$ cat config.mk
export PLATFORM = sky130hd
export DESIGN_NAME = vic_ctrl
export DESIGN_NICKNAME = d
export VERILOG_FILES = /design/src/rtl/vic_pkg.sv /design/src/rtl/vic_sync.sv /design/src/rtl/vic_bank.sv /design/src/rtl/vic_prio.sv /design/src/rtl/vic_ctrl.sv
export SDC_FILE = /design/constraint.sdc
export NUM_CORES = 1
export LEC_CHECK = 0
export ABC_CLOCK_PERIOD_IN_PS = 2900
export BUFFER_PORTS_ARGS = -buffer_cell sky130_fd_sc_hd__buf_2
export CAP_MARGIN = 30
export CORE_MARGIN = 3
export CORE_UTILIZATION = 59
export CTS_CLUSTER_SIZE = 14
export DETAILED_ROUTE_END_ITERATION = 16
export PLACE_DENSITY_LB_ADDON = 0.05
export SYNTH_ARGS = -nofsm -noshare
export SYNTH_HDL_FRONTEND = slang
export SYNTH_SLANG_ARGS = --single-unit
$ cat constraint.sdc
create_clock -name clk -period 2.9 [get_ports clk]
set_input_delay 0.145 -clock clk [delete_from_list [all_inputs] [get_ports clk]]
set_output_delay 0.145 -clock clk [all_outputs]
set_load 0.005 [all_outputs]
$ cat src/rtl/vic_pkg.sv
package vic_pkg;

    localparam int WORD_W     = 32;
    localparam int BANK_SEL_W = 2;
    localparam int WADDR_W    = 6;

    // word offsets that do not move between layouts
    localparam int W_VEC  = 0;
    localparam int W_PROT = 2;
    localparam int W_TRIG = 3;
    localparam int W_PEND = 4;
    localparam int W_FAST = 8;

    typedef enum logic [2:0] {
        RG_NONE,
        RG_VEC,
        RG_PROT,
        RG_TRIG,
        RG_PEND,
        RG_FAST,
        RG_EN,
        RG_MASK
    } reg_kind_e;

    typedef struct packed {
        reg_kind_e               kind;
        logic [BANK_SEL_W-1:0]   bank;
    } reg_sel_t;

    typedef struct packed {
        logic              wr_en;
        logic              wr_mask;
        logic              ack0;
        logic [WORD_W-1:0] data;
    } bank_wr_t;

    typedef struct packed {
        logic [WORD_W-1:0] pend;
        logic [WORD_W-1:0] en;
        logic [WORD_W-1:0] mask;
        logic [WORD_W-1:0] active;
    } bank_view_t;

    function automatic int en_base(bit alt);
        return alt ? 8 : 16;
    endfunction

    function automatic int mask_base(bit alt);
        return alt ? 12 : 20;
    endfunction

    function automatic reg_sel_t decode_addr(logic [WADDR_W-1:0] w, bit alt, int nb);
        reg_sel_t s;
        int       wi;
        int       eb;
        int       mb;
        wi     = int'(w);
        eb     = en_base(alt);
        mb     = mask_base(alt);
        s.kind = RG_NONE;
        s.bank = '0;
        if (wi == W_VEC) begin
            s.kind = RG_VEC;
        end else if (wi == W_PROT) begin
            s.kind = RG_PROT;
        end else if (wi == W_TRIG) begin
            s.kind = RG_TRIG;
        end else if (wi >= W_PEND && wi < W_PEND + nb) begin
            s.kind = RG_PEND;
            s.bank = BANK_SEL_W'(wi - W_PEND);
        end else if (!alt && wi >= W_FAST && wi < W_FAST + nb) begin
            s.kind = RG_FAST;
            s.bank = BANK_SEL_W'(wi - W_FAST);
        end else if (wi >= eb && wi < eb + nb) begin
            s.kind = RG_EN;
            s.bank = BANK_SEL_W'(wi - eb);
        end else if (wi >= mb && wi < mb + nb) begin
            s.kind = RG_MASK;
            s.bank = BANK_SEL_W'(wi - mb);
        end
        return s;
    endfunction

endpackage

$ cat src/rtl/vic_sync.sv
module vic_sync #(
    parameter int W      = 96,
    parameter int STAGES = 2
) (
    input  logic         clk,
    input  logic         rst,
    input  logic [W-1:0] d_i,
    output logic [W-1:0] q_o
);

    logic [W-1:0] stg_q [STAGES];

    for (genvar s = 0; s < STAGES; s++) begin : g_stage
        if (s == 0) begin : g_first
            always_ff @(posedge clk) begin
                if (rst) stg_q[s] <= '0;
                else     stg_q[s] <= d_i;
            end
        end else begin : g_next
            always_ff @(posedge clk) begin
                if (rst) stg_q[s] <= '0;
                else     stg_q[s] <= stg_q[s-1];
            end
        end
    end

    assign q_o = stg_q[STAGES-1];

endmodule

$ cat src/rtl/vic_bank.sv
module vic_bank
    import vic_pkg::*;
#(
    parameter bit HAS_NMI = 1'b0
) (
    input  logic              clk,
    input  logic              rst,
    input  logic [WORD_W-1:0] lvl_i,
    input  logic              nmi_edge_mode_i,
    input  bank_wr_t          wr_i,
    output bank_view_t        view_o
);

    logic [WORD_W-1:0] en_q;
    logic [WORD_W-1:0] mask_q;
    logic [WORD_W-1:0] pend_w;

    always_ff @(posedge clk) begin
        if (rst) begin
            en_q   <= '0;
            mask_q <= '0;
        end else begin
            if (wr_i.wr_en)   en_q   <= wr_i.data;
            if (wr_i.wr_mask) mask_q <= wr_i.data;
        end
    end

    if (HAS_NMI) begin : g_nmi
        logic              prev_q;
        logic              pend0_q;
        logic              set0;
        logic [WORD_W-1:1] pend_hi_q;

        assign set0 = nmi_edge_mode_i ? (lvl_i[0] & ~prev_q) : lvl_i[0];

        always_ff @(posedge clk) begin
            if (rst) begin
                prev_q  <= 1'b0;
                pend0_q <= 1'b0;
            end else begin
                prev_q <= lvl_i[0];
                if (set0)           pend0_q <= 1'b1;
                else if (wr_i.ack0) pend0_q <= 1'b0;
            end
        end

        always_ff @(posedge clk) begin
            if (rst) pend_hi_q <= '0;
            else     pend_hi_q <= lvl_i[WORD_W-1:1];
        end

        assign pend_w = {pend_hi_q, pend0_q};

        // a fresh rising edge in edge mode is captured
        p_edge_capture_r3: assert property (@(posedge clk) disable iff (rst)
            (nmi_edge_mode_i && lvl_i[0] && !prev_q) |=> view_o.pend[0]);

        // acknowledge without a new edge clears the latch
        p_ack_clear_r3: assert property (@(posedge clk) disable iff (rst)
            (nmi_edge_mode_i && wr_i.ack0 && !(lvl_i[0] && !prev_q)) |=> !view_o.pend[0]);

        // level mode keeps the bit set while the input is high
        p_level_hold_r4: assert property (@(posedge clk) disable iff (rst)
            (!nmi_edge_mode_i && lvl_i[0]) |=> view_o.pend[0]);

        // upper sources follow the synchronized level
        p_level_follow_r2: assert property (@(posedge clk) disable iff (rst)
            !rst |=> view_o.pend[WORD_W-1:1] == $past(lvl_i[WORD_W-1:1]));
    end else begin : g_plain
        logic [WORD_W-1:0] pend_q;
        logic              unused_nmi_ctl;

        always_ff @(posedge clk) begin
            if (rst) pend_q <= '0;
            else     pend_q <= lvl_i;
        end

        assign pend_w         = pend_q;
        assign unused_nmi_ctl = nmi_edge_mode_i ^ wr_i.ack0;

        // every bit of a plain bank follows the synchronized level
        p_bank_follow_r2: assert property (@(posedge clk) disable iff (rst)
            !rst |=> view_o.pend == $past(lvl_i));
    end

    assign view_o.pend   = pend_w;
    assign view_o.en     = en_q;
    assign view_o.mask   = mask_q;
    assign view_o.active = pend_w & en_q & ~mask_q;

    // an enable write lands in the following cycle
    p_en_write_r5: assert property (@(posedge clk) disable iff (rst)
        wr_i.wr_en |=> view_o.en == $past(wr_i.data));

    // mask bits change only on a mask write
    p_mask_hold_r5: assert property (@(posedge clk) disable iff (rst)
        !wr_i.wr_mask |=> $stable(view_o.mask));

endmodule

$ cat src/rtl/vic_prio.sv
module vic_prio #(
    parameter int N     = 96,
    parameter int IDX_W = 7
) (
    input  logic [N-1:0]     req_i,
    output logic             any_o,
    output logic [IDX_W-1:0] idx_o
);

    always_comb begin
        idx_o = '0;
        for (int i = N - 1; i >= 0; i--) begin
            if (req_i[i]) idx_o = IDX_W'(i);
        end
    end

    assign any_o = |req_i;

endmodule

$ cat src/rtl/vic_ctrl.sv
module vic_ctrl
    import vic_pkg::*;
#(
    parameter int NUM_BANKS  = 3,
    parameter bit ALT_LAYOUT = 1'b0,
    parameter int TRIG_W     = 2
) (
    input  logic                        clk,
    input  logic                        rst,
    input  logic [7:0]                  bus_addr,
    input  logic                        bus_wr,
    input  logic                        bus_rd,
    input  logic [31:0]                 bus_wdata,
    output logic [31:0]                 bus_rdata,
    input  logic [NUM_BANKS*32-1:0]     irq_src_i,
    output logic                        cpu_irq_o
);

    localparam int NUM_SRC = NUM_BANKS * WORD_W;
    localparam int IDX_W   = $clog2(NUM_SRC);

    logic [NUM_SRC-1:0] src_sync;
    logic [NUM_SRC-1:0] active_all;
    logic [NUM_SRC-1:0] pend_all;
    logic [NUM_SRC-1:0] en_all;
    logic [NUM_SRC-1:0] mask_all;
    logic [NUM_SRC-1:0] below_win;
    logic [IDX_W-1:0]   win_idx;
    logic               win_any;
    reg_sel_t           sel;
    logic               prot_q;
    logic [TRIG_W-1:0]  trig_q;
    logic               nmi_edge;
    logic [WORD_W-1:0]  rd_d;
    logic               unused_addr_lsb;
    bank_view_t         view [NUM_BANKS];
    bank_wr_t           bwr  [NUM_BANKS];

    assign unused_addr_lsb = ^bus_addr[1:0];

    vic_sync #(
        .W      (NUM_SRC),
        .STAGES (2)
    ) u_sync (
        .clk (clk),
        .rst (rst),
        .d_i (irq_src_i),
        .q_o (src_sync)
    );

    assign sel      = decode_addr(bus_addr[7:2], ALT_LAYOUT, NUM_BANKS);
    assign nmi_edge = (trig_q == '0);

    for (genvar b = 0; b < NUM_BANKS; b++) begin : g_bank
        assign bwr[b].wr_en   = bus_wr && sel.kind == RG_EN   && sel.bank == BANK_SEL_W'(b);
        assign bwr[b].wr_mask = bus_wr && sel.kind == RG_MASK && sel.bank == BANK_SEL_W'(b);
        assign bwr[b].ack0    = (b == 0) && bus_wr && sel.kind == RG_PEND
                                && sel.bank == '0 && bus_wdata[0];
        assign bwr[b].data    = bus_wdata;

        vic_bank #(
            .HAS_NMI (b == 0)
        ) u_bank (
            .clk             (clk),
            .rst             (rst),
            .lvl_i           (src_sync[b*WORD_W +: WORD_W]),
            .nmi_edge_mode_i (nmi_edge),
            .wr_i            (bwr[b]),
            .view_o          (view[b])
        );

        assign active_all[b*WORD_W +: WORD_W] = view[b].active;
        assign pend_all[b*WORD_W +: WORD_W]   = view[b].pend;
        assign en_all[b*WORD_W +: WORD_W]     = view[b].en;
        assign mask_all[b*WORD_W +: WORD_W]   = view[b].mask;
    end

    vic_prio #(
        .N     (NUM_SRC),
        .IDX_W (IDX_W)
    ) u_prio (
        .req_i (active_all),
        .any_o (win_any),
        .idx_o (win_idx)
    );

    assign cpu_irq_o = win_any;
    assign below_win = (NUM_SRC'(1) << win_idx) - NUM_SRC'(1);

    always_ff @(posedge clk) begin
        if (rst) begin
            prot_q <= 1'b0;
            trig_q <= '0;
        end else if (bus_wr) begin
            if (sel.kind == RG_PROT) prot_q <= bus_wdata[0];
            if (sel.kind == RG_TRIG) trig_q <= bus_wdata[TRIG_W-1:0];
        end
    end

    always_comb begin
        rd_d = '0;
        case (sel.kind)
            RG_VEC:  rd_d = WORD_W'(win_idx) << 2;
            RG_PROT: rd_d = WORD_W'(prot_q);
            RG_TRIG: rd_d = WORD_W'(trig_q);
            RG_PEND, RG_EN, RG_MASK: begin
                for (int b = 0; b < NUM_BANKS; b++) begin
                    if (sel.bank == BANK_SEL_W'(b)) begin
                        if (sel.kind == RG_PEND)     rd_d = view[b].pend;
                        else if (sel.kind == RG_EN)  rd_d = view[b].en;
                        else                         rd_d = view[b].mask;
                    end
                end
            end
            default: rd_d = '0;
        endcase
    end

    always_ff @(posedge clk) begin
        if (rst)         bus_rdata <= '0;
        else if (bus_rd) bus_rdata <= rd_d;
    end

    // a raised line always has a pending, enabled, unmasked winner
    p_winner_valid_r7: assert property (@(posedge clk) disable iff (rst)
        cpu_irq_o |-> (pend_all[win_idx] && en_all[win_idx] && !mask_all[win_idx]));

    // no lower-numbered source is active than the reported one
    p_none_lower_r8: assert property (@(posedge clk) disable iff (rst)
        cpu_irq_o |-> (active_all & below_win) == '0);

    // idle controller reports vector zero
    p_idle_zero_r8: assert property (@(posedge clk) disable iff (rst)
        !cpu_irq_o |-> win_idx == '0);

    // protection flag changes only on its own write
    p_prot_hold_r9: assert property (@(posedge clk) disable iff (rst)
        !(bus_wr && sel.kind == RG_PROT) |=> $stable(prot_q));

    // read data holds between read strobes
    p_rdata_hold_r10: assert property (@(posedge clk) disable iff (rst)
        !bus_rd |=> $stable(bus_rdata));

endmodule

==> results of run 1 <==
## cells in the final DEF, fill, tap and decap left out, drive strengths merged, types with 13 or more instances in the layout
cell type	count
a311oi	33
a221oi	31
nand3	17
nand2	643
nor2	87
and3b	30
buf	239
a211oi	13
nor2b	297
dlygate4sd3	129
a31oi	38
dfxtp	516
o21ai	31
clkbuf	75
nand3b	71
nor3	35
a21oi	261
a22o	23
## worst min path at each step
| stage | to |
|---|---|
| after global placement | u_sync.stg_q[0][8] |
| after CTS | u_sync.stg_q[1][6] |
| after floorplan | u_sync.stg_q[0][0] |
| after detailed placement | u_sync.stg_q[0][10] |
| final | u_sync.stg_q[1][6] |
| after global routing | g_bank[1].u_bank.g_plain.pend_q[1] |
## flip-flops by register name, summed over array words and instances (netlist names), 2 cells and up
name and cells:
bus_rdata 32, g_bank.u_bank.g_nmi.pend_hi_q 31, g_bank.u_bank.en_q 96, u_sync.stg_q 192
g_bank.u_bank.mask_q 96, trig_q 2, g_bank.u_bank.g_plain.pend_q 64
## logic make-up (layout without fill, tap and decap cells)
| logic type | count (synthesis) | after routing | synth area share |
|---|---|---|---|
| AOI/OAI and AO/OA | 483 | 483 | 0.1481 |
| xor gates and xnor gates | 1 | 1 | 0.0004325 |
| buffers and inverters | 170 | 469 | 0.03398 |
| DFF | 516 | 516 | 0.5100 |
| muxes | 8 | 8 | 0.004756 |
| and+or+nand+nor | 1246 | 1246 | 0.3028 |
## report_power, final
part / switching (W) / internal [W] / total [W]
Sequential: 0.0000709 / 0.00726 / 0.00733
Combinational: 0.000452 / 0.000358 / 0.000810
Clock: 0.00280 / 0.00428 / 0.00708
## critical path: cells and delay by family (launching register included)
kind / cells / cell delay [ns]
buf+inv: 1 / 0.12
flops: 1 / 0.35
simple gates: 7 / 1.67
## through the flow
step                      setup WS (ns)  cells
after floorplan                  0.7652   2424
after global placement           0.3554   2939
after detailed placement         0.3171   2940
after CTS                      0.002255   3168
after global routing           -0.03660   3171
final                           0.01644   3171
## what timing repair did
action	in CTS	in global routing
pin swaps	4	2
setup endpoints to repair	1	1
buffers inserted	6	3
endpoints found under the hold margin	292	0
hold buffers	129	0
gates resized for setup	13	4
## cell type report
| cell class | instances | area (sq um) |
|---|---|---|
| well taps | 448 | 560.5 |
| multi-input cells | 1738 | 9318 |
| flip-flops and latches | 516 | 10330 |
| fillers | 2459 | 8761 |
| repair buffers | 368 | 2874 |
| clock buffers | 75 | 1528 |
| clock inverters | 19 | 297.8 |
| inverters | 7 | 26.28 |
## metal layers
metal	vias up	wire length [um]	GRT usage
met2	1111	30620	0.5780
met5	-	0	0
met1	8715	26200	0.4627
met4	0	2422	0.1451
li1	8682	-	-
met3	183	6864	0.07079
==> impl_metrics.json, run 1 <==
{
  "status": "complete, no violations",
  "fin_nets": 2822,
  "vias": 18691,
  "synth_top_area_share": 0.5100,
  "timing.final.hold_violations": 0,
  "syn_area_per_cell_sq_um": 8.356,
  "worstPathArrival_ns": 2.74,
  "cp-end-kind": "output port",
  "io_buffers": 170,
  "cts_made_buffers": 51,
  "timing.setup.tns_ns": 0,
  "grt.overflow.total": 0,
  "reg2reg_slack_ns": 0.44,
  "die-area_sq_mm": 0.03659,
  "syn_area_sq_mm": 0.02025,
  "max_freq_ghz": 0.3468,
  "std_cell_rows": 67,
  "r2r_start": "g_bank[2].u_bank.mask_q[24]",
  "power_density_mw_per_mm2": 610.3,
  "grt_max_degree": 168,
  "yosys_warnings": 0,
  "crit_chain": "nand3b_1 > nand2_2 > or4_1 > or2_4 > and4b_1 > and3_4 > nand2_4 > buf_6",
  "synthesis.nets": 2564,
  "cts.sinks": 516,
  "slowest_stage": "or4_1",
  "ant_nets": 0,
  "period_share": 0.9943,
  "die_y_um": 191.3,
  "start_util": 0.6010,
  "synth-seq-cells": 516,
  "drtIter0Drc": 2001,
  "num_io_pins": 173,
  "hold_path_class": "input port to register",
  "crit_required_ns": 2.76,
  "cts_tree": "built",
  "yosysMostFrequentCell": "nand2_1",
  "final.setup_skew_ns": 0.01550,
  "synth_common_cells": "nand2_1, dfxtp_1, nor2b_1",
  "grt_pass1_vias": 18123,
  "crit_path_max_incr_delay_ns": 0.56,
  "grt_pass1_wl_um": 100700,
  "routed_via_density": 5.894,
  "setup_violations": 0,
  "slew_headroom": 0.5062,
  "wire_per_inst_um": 20.85,
  "drive_gt1_frac": 0.1315,
  "antenna_found_initial": 2,
  "min_from": "rst",
  "hpwl_um": 42760,
  "drc": 0,
  "design_area_sq_mm": 0.02494,
  "drt-pass1-iter-count": 6,
  "gp_congestion": 0.9649,
  "ys_seq_area_frac": 0.5100,
  "syn_inst": 2424,
  "hold_depth": 2,
  "p_leak_nw": 9.813,
  "cp_max_fo": 4,
  "ys_types": 62,
  "cap_violations": 0,
  "power.total_w": 0.01522,
  "worst_pin_slew_ns": 0.7407,
  "post-route-min-period_ns": 2.884,
  "clk_latency_ns": 0.59,
  "dpl_cell_area_sq_mm": 0.02171,
  "synth_top_area_cell": "dfxtp_1",
  "clockBufferDepth": 3,
  "grt_util_all_layers": 0.3548,
  "fin_util": 0.7400,
  "cts-root-buf": "clkbuf_16",
  "crit_type": "register to output port",
  "wl_um": 66120,
  "fp.dieW_um": 191.3,
  "ir_drop_mv": 0.6098,
  "area_growth_pct": 23.13,
  "slew_viol_final": 0,
  "crit_end": "cpu_irq_o",
  "rsz0062_at_grt": "true",
  "core-area_sq_mm": 0.03370,
  "synth_edf_count": 0,
  "worst_r2r_endpoint": "bus_rdata[6]",
  "critPathLaunch": "g_bank[0].u_bank.mask_q[27]",
  "cts_max_level": 2,
  "crit_path_start_kind": "register",
  "hold-worst-slack_ns": 0.02919,
  "worstRegToRegCells": 7,
  "ys_top_cells_by_area": "dfxtp_1, nand2_1, nor2b_1, a21oi_1, nand3b_1",
  "diodes": 0,
  "ys.flop_type": "dfxtp_1",
  "clkSlewWorstSetupHoldPaths_ns": 0.06,
  "synthArstFlopShare": 0
}
Note: power is estimated with default switching activity, not from simulation.
==> run 2: changes to the inputs <==
--- a/config.mk
+++ b/config.mk
@@ -12,7 +12,7 @@
 export CORE_UTILIZATION = 59
 export CTS_CLUSTER_SIZE = 14
 export DETAILED_ROUTE_END_ITERATION = 16
-export PLACE_DENSITY_LB_ADDON = 0.05
+export PLACE_DENSITY = 0.83
 export SYNTH_ARGS = -nofsm -noshare
 export SYNTH_HDL_FRONTEND = slang
 export SYNTH_SLANG_ARGS = --single-unit
==> run 2 against run 1 <==
  * The flow now finishes with violations (setup timing)
  * Die area stayed put
  * Non-clock buffer count is 12 lower
  * Core utilization is 0.58 points lower
  * Register-to-register slack hardly changed
  * Critical path type unchanged
  * Largest cell class unchanged
  * Largest power group unchanged
==> impl_metrics.json, run 2 (synthesis gave the netlist of run 1 again) <==
{
  "period_share": 1.000,
  "critPathLaunch": "g_bank[1].u_bank.mask_q[7]",
  "grt_pass1_wl_um": 98730,
  "ir_drop_mv": 0.5249,
  "wl_um": 65210,
  "p_leak_nw": 9.723,
  "cap_violations": 0,
  "routed_via_density": 5.976,
  "cts_max_level": 2,
  "hold_path_class": "input port to register",
  "timing.final.hold_violations": 0,
  "worst_pin_slew_ns": 0.9100,
  "grt_pass1_vias": 18068,
  "core-area_sq_mm": 0.03370,
  "die_y_um": 191.3,
  "wire_per_inst_um": 20.65,
  "std_cell_rows": 67,
  "violations": "setup timing",
  "r2r_start": "g_bank[1].u_bank.mask_q[7]",
  "drive_gt1_frac": 0.1285,
  "fin_util": 0.7343,
  "slew_headroom": 0.3927,
  "crit_required_ns": 2.76,
  "slowest_stage": "or4_4",
  "fin_cells": 3158,
  "final.setup_skew_ns": 0.01176,
  "clkSlewWorstSetupHoldPaths_ns": 0.06,
  "cts-root-buf": "clkbuf_16",
  "num_io_pins": 173,
  "hpwl_um": 41040,
  "grt_max_degree": 189,
  "post-route-min-period_ns": 2.901,
  "rsz0062_at_grt": "true",
  "area_growth_pct": 22.17,
  "fillers": 2442,
  "clk_latency_ns": 0.60,
  "antenna_found_initial": 5,
  "status": "finished, violations left",
  "grt.overflow.total": 0,
  "drt-pass1-iter-count": 8,
  "slew_viol_final": 0,
  "cts_tree": "built",
  "max_freq_ghz": 0.3447,
  "power_density_mw_per_mm2": 615.7,
  "fin_nets": 2810,
  "start_util": 0.6010,
  "ant_nets": 0,
  "drtIter0Drc": 2033,
  "crit_chain": "and3b_2 > or4_4 > or3_4 > nor3_4 > and3_4 > nand2_4 > buf_6",
  "regArea_sq_mm": 0.01034,
  "crit_path_start_kind": "register",
  "io_buffers": 170,
  "largest_reg_flops": 192,
  "grt_util_all_layers": 0.3474,
  "final_common_cell": "nand2_1",
  "multi_input_area_sq_mm": 0.009319,
  "placed_cells": 2924,
  "cts_made_buffers": 51,
  "min_from": "rst",
  "die-area_sq_mm": 0.03659,
  "vias": 18873,
  "layout_common_cells": "nand2_1, dfxtp_1, nor2b_1, a21oi_1, buf_2",
  "cp-end-kind": "output port",
  "worstPathArrival_ns": 2.76,
  "gp_congestion": 0.9483,
  "crit_path_max_incr_delay_ns": 0.58,
  "final.setup.worst_slack_ns": -0.001177,
  "cp_max_fo": 3,
  "reg_top3": "u_sync.stg_q: 192 flops, g_bank.u_bank.en_q: 96 flops, g_bank.u_bank.mask_q: 96 flops",
  "crit_type": "register to output port",
  "drc": 0,
  "setup_violations": 1,
  "cts.sinks": 516,
  "hold-worst-slack_ns": 0.04345,
  "clockBufferDepth": 3,
  "fp.dieW_um": 191.3,
  "top_register": "u_sync.stg_q"
}
run 2: timing repair:
item,CTS,global route
hold buffers,129,0
pin swaps,3,5
endpoints found under the setup margin,1,1
gates resized for setup,7,11
endpoints found under the hold margin,295,0
setup buffers,6,6
run 2: worst max-delay path, delay by kind of cell, from the launching register on:
family                 cells  cell delay (ns)
buffers and inverters      1             0.12
flip-flops                 1             0.33
AND/OR/NAND/NOR            6             1.71
run 2: metal layers:
| layer | GRT usage | up-vias | routed length [um] |
|---|---|---|---|
| met1 | 0.4437 | 8729 | 24310 |
| met4 | 0.1773 | 0 | 3608 |
| met3 | 0.06767 | 263 | 7310 |
| met5 | 0 | - | 0 |
| li1 | - | 8670 | - |
| met2 | 0.5614 | 1211 | 29980 |
run 2: power by group:
group          leakage, nW  switching [W]  internal (W)
logic                 4.62       0.000443      0.000349
clock network        0.898        0.00281       0.00430
registers             4.21      0.0000699       0.00726
total                 9.72        0.00332        0.0119
run 2: final cells by class:
cell class	instances	share of cell area
Antenna cell	1	0.0001011
Clock buffer	70	0.06017
Clock inverter	22	0.01365
Inverter	7	0.001062
Multi-Input combinational cell	1738	0.3766
Sequential cell	516	0.4177
Tap cell	448	0.02265
Timing Repair Buffer	356	0.1081
run 2: through the flow:
| step | setup slack [ns] | power (W) | instance area [sq um] | TNS (ns) |
|---|---|---|---|---|
| 2_1_floorplan | 0.7652 | 0.007810 | 20250 | 0 |
| 3_3_place_gp | 0.4261 | 0.008079 | 21480 | 0 |
| 3_5_place_dp | 0.3953 | 0.008096 | 21480 | 0 |
| 4_1_cts | 0.005878 | 0.01520 | 24670 | 0 |
| 5_1_grt | -0.06153 | 0.01562 | 24750 | -0.06153 |
| 6_report | -0.001177 | 0.01523 | 24750 | -0.001177 |
run 2: path summary, 6_finish.rpt:
path | endpoint | slack, ns | cells past startpoint
setup / recovery | cpu_irq_o | -0.001 | 7
setup reg to reg | bus_rdata[6] | 0.43 | 9
hold reg to reg | g_bank[1].u_bank.g_plain.pend_q[15] | 0.43 | 1
hold / removal | u_sync.stg_q[0][4] | 0.04 | 2
